==> src/rtl/cascade_timer_pkg.sv <==
package cascade_timer_pkg;
  localparam int unsigned DEF_PERIOD_W = 28;
  localparam int unsigned DEF_PULSE_W  = 8;
  // Cycles between triggers for a loaded value: guard-bit countdown plus terminal cycle
  localparam int unsigned PERIOD_EXTRA = 2;
endpackage

==> src/rtl/period_counter.sv <==
module period_counter #(
  parameter int unsigned PERIOD_W = 28
) (
  input  logic                clk,
  input  logic                rst,
  input  logic                load_stb,
  input  logic [PERIOD_W-2:0] load_val,
  output logic                msb_o
);
  localparam int unsigned TOP = PERIOD_W - 1;

  logic [PERIOD_W-1:0] cnt;
  logic [PERIOD_W-2:0] reload;

  always_ff @(posedge clk) begin
    if (rst) begin
      cnt    <= '0;
      reload <= '0;
    end else if (load_stb) begin
      reload <= load_val;
      cnt    <= {1'b1, load_val};
    end else if (!cnt[TOP]) begin
      cnt    <= {1'b1, reload};
    end else begin
      cnt    <= cnt - 1'b1;
    end
  end

  assign msb_o = cnt[TOP];


  terminal_reload_chk: assert property (@(posedge clk) disable iff (rst)
    (!load_stb && !cnt[TOP]) |=> (cnt[TOP] && cnt[TOP-1:0] == $past(reload)));
endmodule

==> src/rtl/edge_trigger.sv <==
module edge_trigger (
  input  logic clk,
  input  logic rst,
  input  logic level_i,
  output logic trig_o
);
  logic level_d;
  logic trig_q;

  always_ff @(posedge clk) begin
    if (rst) begin
      level_d <= 1'b0;
      trig_q  <= 1'b0;
    end else begin
      level_d <= level_i;
      trig_q  <= level_d & ~level_i;
    end
  end

  assign trig_o = trig_q;


  trig_single_chk: assert property (@(posedge clk) disable iff (rst)
    trig_o |=> !trig_o);

  fall_to_trig_chk: assert property (@(posedge clk) disable iff (rst)
    $fell(level_i) |=> trig_o);
endmodule

==> src/rtl/oneshot.sv <==
module oneshot #(
  parameter int unsigned PULSE_W = 8
) (
  input  logic               clk,
  input  logic               rst,
  input  logic               start_i,
  input  logic [PULSE_W-1:0] len_i,
  output logic               pulse_o
);
  logic [PULSE_W-1:0] rem;
  logic               out_q;

  always_ff @(posedge clk) begin
    if (rst) begin
      rem   <= '0;
      out_q <= 1'b0;
    end else if (start_i) begin
      rem   <= len_i;
      out_q <= (len_i != '0);
    end else if (rem != '0) begin
      rem   <= rem - 1'b1;
      out_q <= (rem > 1);
    end
  end

  assign pulse_o = out_q;


  pulse_start_chk: assert property (@(posedge clk) disable iff (rst)
    (start_i && len_i != '0) |=> pulse_o);

  zero_len_chk: assert property (@(posedge clk) disable iff (rst)
    (start_i && len_i == '0) |=> !pulse_o);

  restart_full_chk: assert property (@(posedge clk) disable iff (rst)
    start_i |=> (rem == $past(len_i)));

  hold_running_chk: assert property (@(posedge clk) disable iff (rst)
    (!start_i && rem > 1) |=> (pulse_o && rem == $past(rem) - 1'b1));
endmodule

==> src/rtl/cascade_timer.sv <==
module cascade_timer
  import cascade_timer_pkg::*;
#(
  parameter int unsigned PERIOD_W = DEF_PERIOD_W,
  parameter int unsigned PULSE_W  = DEF_PULSE_W
) (
  input  logic                clk,
  input  logic                rst,
  input  logic                load_stb_i,
  input  logic [PERIOD_W-2:0] load_val_i,
  input  logic [PULSE_W-1:0]  pulse_len_i,
  output logic                trig_o,
  output logic                pulse_o
);
  logic period_msb;
  logic trig;

  period_counter #(.PERIOD_W(PERIOD_W)) u_period (
    .clk      (clk),
    .rst      (rst),
    .load_stb (load_stb_i),
    .load_val (load_val_i),
    .msb_o    (period_msb)
  );

  edge_trigger u_edge (
    .clk     (clk),
    .rst     (rst),
    .level_i (period_msb),
    .trig_o  (trig)
  );

  oneshot #(.PULSE_W(PULSE_W)) u_shot (
    .clk     (clk),
    .rst     (rst),
    .start_i (trig),
    .len_i   (pulse_len_i),
    .pulse_o (pulse_o)
  );

  assign trig_o = trig;


  reset_quiet_chk: assert property (@(posedge clk)
    rst |=> (!trig_o && !pulse_o));

  strobe_keeps_trig_chk: assert property (@(posedge clk) disable iff (rst)
    (load_stb_i && !period_msb) |=> trig_o);
endmodule

==> config.mk <==
export PLATFORM = sky130hd
export DESIGN_NAME = cascade_timer
export DESIGN_NICKNAME = d
export VERILOG_FILES = /design/src/rtl/cascade_timer_pkg.sv /design/src/rtl/period_counter.sv /design/src/rtl/edge_trigger.sv /design/src/rtl/oneshot.sv /design/src/rtl/cascade_timer.sv
export SDC_FILE = /design/constraint.sdc
export NUM_CORES = 1
export LEC_CHECK = 0
export BUFFER_PORTS_ARGS = -buffer_cell sky130_fd_sc_hd__buf_2
export CELL_PAD_IN_SITES_DETAIL_PLACEMENT = 1
export CELL_PAD_IN_SITES_GLOBAL_PLACEMENT = 1
export CORE_ASPECT_RATIO = 0.6
export CORE_MARGIN = 2
export CORE_UTILIZATION = 30
export DETAILED_ROUTE_END_ITERATION = 12
export GPL_TIMING_DRIVEN = 0
export PLACE_DENSITY = 0.68
export SLEW_MARGIN = 20
export SYNTH_ARGS = -nofsm -noshare
export SYNTH_HDL_FRONTEND = slang
export SYNTH_SLANG_ARGS = --single-unit
==> constraint.sdc <==
create_clock -name clk -period 2.9 [get_ports clk]
set_input_delay 0.145 -clock clk [delete_from_list [all_inputs] [get_ports clk]]
set_output_delay 0.145 -clock clk [all_outputs]
set_load 0.01 [all_outputs]
# After elaboration in Yosys (flattened, before gate mapping)
# Cells that the tools add are included.
[op_classes]
addsub = 2
order_cmp = 1
muxes = 6
bitwise_logic = 2
n_reduce_logical = 3
[ops]
columns = ["cell", "count"]
rows = [
  ["28-bit two-way mux", 2],
  ["28-bit by 1-bit subtractor with 28-bit output, second input constant", 1],
  ["8-bit two-way mux", 2],
  ["8-bit nonzero test", 2],
  ["8-bit by 1-bit > comparator with 1-bit output, second input constant", 1],
  ["8-bit by 1-bit subtractor with 8-bit output, second input constant", 1],
  ["1-bit two-way mux", 2],
  ["2-bit nonzero test", 1],
  ["1-bit bitwise AND", 1],
  ["1-bit NOT", 1],
]
[word_totals]
register_bits = 66
input_bits = 38
wordCells = 20

# Logic depth before layout (Yosys ltp)
[depth]
word_depth = 3
depth_mapped = 7

# Hierarchy
# From an unflattened synthesis, not the netlist that was laid out.
[unflattened]
hier_cells = 352
hier_area_um2 = 3191.8
[modules_own_cells]
columns = ["mod", "n_inst", "cells_per_inst", "area_per_inst_um2"]
rows = [
  ["period_counter", 1, 286, 2611.3],
  ["oneshot", 1, 62, 521.8],
  ["edge_trigger", 1, 4, 58.8],
]

# Least setup slack after synthesis
# No wires, ideal clock.
[synth_path]
kind = "register to register"
from = "reg u_shot.rem[0]"
to = "reg u_shot.rem[5]"
setup_ps = 128
t_arrival_ps = 1734
required_ps = 2772
setup_slack_ps = 1038
stages_incl_launch_ff = 8
n_path_buf = 0
synth_period_minus_slack_ps = 1862
path_cell_list = "dfxtp_1 inv_1 ha_1 or4b_2 nor2_2 nor2_1 a22oi_1 nor2_1"
[synth_via]
elab_chain_cells = 3
[synth_rtl]
columns = ["element", "line", "source"]
rows = [
  ["start, declared", "oneshot.sv:10", "logic [PULSE_W-1:0] rem;"],
  ["start signal, assigned", "oneshot.sv:18", "rem <= len_i;"],
  ["start signal, assigned", "oneshot.sv:21", "rem <= rem - 1'b1;"],
  ["8-bit by 1-bit subtractor with 8-bit output", "oneshot.sv:21", ""],
  ["8-bit two-way mux", "oneshot.sv:20", "end else if (rem != '0) begin"],
  ["8-bit two-way mux", "oneshot.sv:17", "end else if (start_i) begin"],
]
# Several ways; a longest one is shown, not always the timed one. The select of a mux whose other input is x is not followed.
# A chain may end at the register's enable or synchronous reset.

# Final worst setup path
[layout_path]
from = "reg u_period.cnt[14]"
to = "reg u_period.cnt[23]"
[layout_via]
elab_chain_cells = 3
[layout_rtl]
columns = ["element", "line", "source"]
rows = [
  ["start, declared", "period_counter.sv:12", "logic [PERIOD_W-1:0] cnt;"],
  ["start signal, assigned", "period_counter.sv:21", "cnt <= {1'b1, load_val};"],
  ["start signal, assigned", "period_counter.sv:23", "cnt <= {1'b1, reload};"],
  ["start signal, assigned", "period_counter.sv:25", "cnt <= cnt - 1'b1;"],
  ["28-bit by 1-bit subtractor with 28-bit output", "period_counter.sv:25", ""],
  ["28-bit two-way mux", "period_counter.sv:22", "end else if (!cnt[TOP]) begin"],
  ["28-bit two-way mux", "period_counter.sv:19", "end else if (load_stb) begin"],
]
# Every way passes these cells.

==> out/summary.txt <==
Initial antenna violation count: 0
RSZ-0062 raised after global routing: false
Setup Viol. Count Final: 0
PwrDens: 775 nW/um2
Total clock sinks: 66
Final min period: 2240 ps
Layout cells sized above 1: 0.154
CTS Buf Count: 9
Worst EP arrival: 2430 ps
Root buf cell: clkbuf_16
Setup TNS: 0 ps
Fin. max-slew vios: 0
All-Layer GR Usage: 0.183
Vias: 2870
Hold Crit Class: in -> reg
Reg clk slew, reported paths: 60 ps
Synth Register Bits: 66
Yosys warning count: 0
Row count: 28
Post-synth top area share: 0.420
Global-route wire length before repair: 16.0 mm
GP Congestion: 0.760
DIE AREA: 11300 um2
Post-CTS Hold Buffers: 0
Detail Route Antenna Nets: 0
Critical R2R Capture: u_period.cnt[23]
CP max FO: 10
Clock skew: 6.87 ps
# port buffers: 38
Synth Flop Type: dfxtp_1
Crit start category: flop
Core ar.: 10000 um2
Critical Path Slowest Stage Cell: nor4_1
Headroom to the max-slew limit: 0.491
Setup Fix Bufs, Post-CTS: 0
Least-Margin Pin Slew: 763 ps
Worst reg2reg path depth: 6
Final hold violations: 0
Critical Path End: u_period.cnt[23]
Status: completed
Power, Total: 2.94 mW
Mapped cell area: 3140 um2
Critical path's largest stage delay: 560 ps
Worst reg2reg setup slack: 660 ps
Synth area leader: dfxtp_1
Post-synth ARST share: 0
CP Data Required Time: 3090 ps
Worst setup path class: reg -> reg
WL final: 9.66 mm
Largest net degree at the start of global routing: 12
Clock Tree Buf Depth: 2
Area contributors post-synth: dfxtp_1 42%, xnor2_1 6.1%, nor2_1 5.9%
Fin crit share: 0.773
CTS tree: done
Hpwl dp: 6.92 mm
DRC marker count from the first detailed-route iteration: 161
Vias in the first global route: 2989
Syn Inst Count: 368
Critical path cell sequence: nor4_1, nand4b_1, buf_2, nor3_1, xnor2_1, a31oi_1
Clock Latency Late Sink: 340 ps
DR WL/cell: 17.3 um
Seq/Total Area, Yosys: 0.420
Netlist cell types: 47
Max frequency: 446 MHz
Die X: 136 um
Reg2reg start: u_period.cnt[14]
Crit path launch: u_period.cnt[14]
Pleak: 1.44 nW
Number of synthesized flops with an enable pin: 0
MaxCap Viol Count: 0
Ports: 40
Die Y: 83.3 um
Critical path capture point type: flop
# resized after CTS: 0
Placed Cells: 541
Worst VDD drop: 0.282 mV
Drt pass-1 iters: 4
Residual DRC: 0
Post-route insts no fill: 557
Via density: 5.15
Mapped Nets: 409
Initial Util: 0.314
Syn-to-layout area delta: 20.5%
H-tree Lvls: 3
Grt total ovfl: 0
Avg Synthesized Cell Area: 8.54 um2
Nets: 458
N_diodes: 0
## critical path: cells and delay by family, from the launching register on
kind                      cells  cell delay [ps]
and+or+nand+nor               3             1210
DFF                           1              330
buffers and inverters         1              280
xor gates and xnor gates      1              170
AOI/OAI and AO/OA             1              100
## power breakdown
| part | leakage, nW | internal, mW | switching [mW] |
|---|---|---|---|
| Clock | 0.142 | 0.659 | 0.412 |
| Sequential | 0.545 | 1.01 | 0.0972 |
| Combinational | 0.757 | 0.332 | 0.423 |
| Total | 1.44 | 2.00 | 0.933 |
## state kept, by name, summed over array words and instances, names as in the netlist
signal,cells
u_edge.trig_o,1
u_shot.pulse_o,1
u_shot.rem,8
u_period.reload,27
u_edge.level_d,1
u_period.cnt,28
## kinds of logic (layout without fill, tap and decap cells)
group                    count (synthesis)  in the layout  synth area share
AND/OR/NAND/NOR                        148            148             0.250
AO/OA/AOI/OAI                           84             84             0.169
flip-flops                              66             66             0.420
buffers and inverters                   28             82            0.0338
XOR/XNOR                                24             24            0.0669
multiplexers                            15             15            0.0482
adder cells (fa/ha/maj)                  3              3            0.0119
## layer usage
metal,up-vias,GRT usage,wire length (um),share of wire
met1,1402,0.266,4900,0.51
met4,0,0.0549,131,0.014
met2,56,0.267,4180,0.43
met3,12,0.0433,442,0.046
li1,1400,-,-,-
met5,-,0,0,0
## placed cells by master, fill, tap and decap left out, types with 9 or more instances in the layout
cell type / n
nor3_1: 14
clkbuf_1: 22
xnor2_1: 22
nand2_1: 25
dfxtp_1: 66
mux2i_1: 14
a21oi_1: 28
o22ai_1: 11
buf_2: 39
o21ai_0: 11
clkbuf_16: 9
nor2_1: 49
nand2b_1: 23
a22oi_1: 10
## how the worst min path moves through the flow
stage	startpoint	to	slack, ps	depth (start not counted)
final	load_val_i[2]	u_period.cnt[2]	70	3
after global routing	load_val_i[14]	u_period.reload[14]	80	3
after detailed placement	pulse_len_i[2]	u_shot.rem[2]	410	3
after CTS	load_val_i[8]	u_period.reload[8]	60	3
after floorplan	load_val_i[2]	u_period.cnt[2]	290	2
after global placement	load_val_i[14]	u_period.reload[14]	400	3
## through the flow
stage | instance area [um2] | hold WS [ps] | utilization | worst slack (ps)
after floorplan | 3140 | 290 | - | 1040
after global placement | 3500 | 397 | 0.350 | 805
after detailed placement | 3500 | 410 | 0.350 | 688
after CTS | 3790 | 62.0 | 0.378 | 679
after global routing | 3790 | 76.3 | 0.378 | 491
final | 3790 | 66.6 | 0.378 | 659
## final cells by class
cell class,instances,area [um2]
Inverter,5,18.8
Tap cell,135,169
Clock inverter,6,57.6
Multi-Input combinational cell,274,1720
Sequential cell,66,1320
Buffer,23,87.6
Fill cell,1218,6230
Timing Repair Buffer,38,190
Clock buffer,10,229
## Yosys cell counts (all sizes together) (4+ instances only)
library cell	count
a21oi	28
a22oi	10
a31oi	8
clkbuf	21
dfxtp	66
inv	5
mux2i	14
nand2	26
nand2b	23
nand3	4
nor2	50
nor2b	4
nor3	14
nor4	8
o21ai	11
o22ai	11
or3	4
or4	4
xnor2	22
No activity file was read; power rests on OpenSTA's default activity.
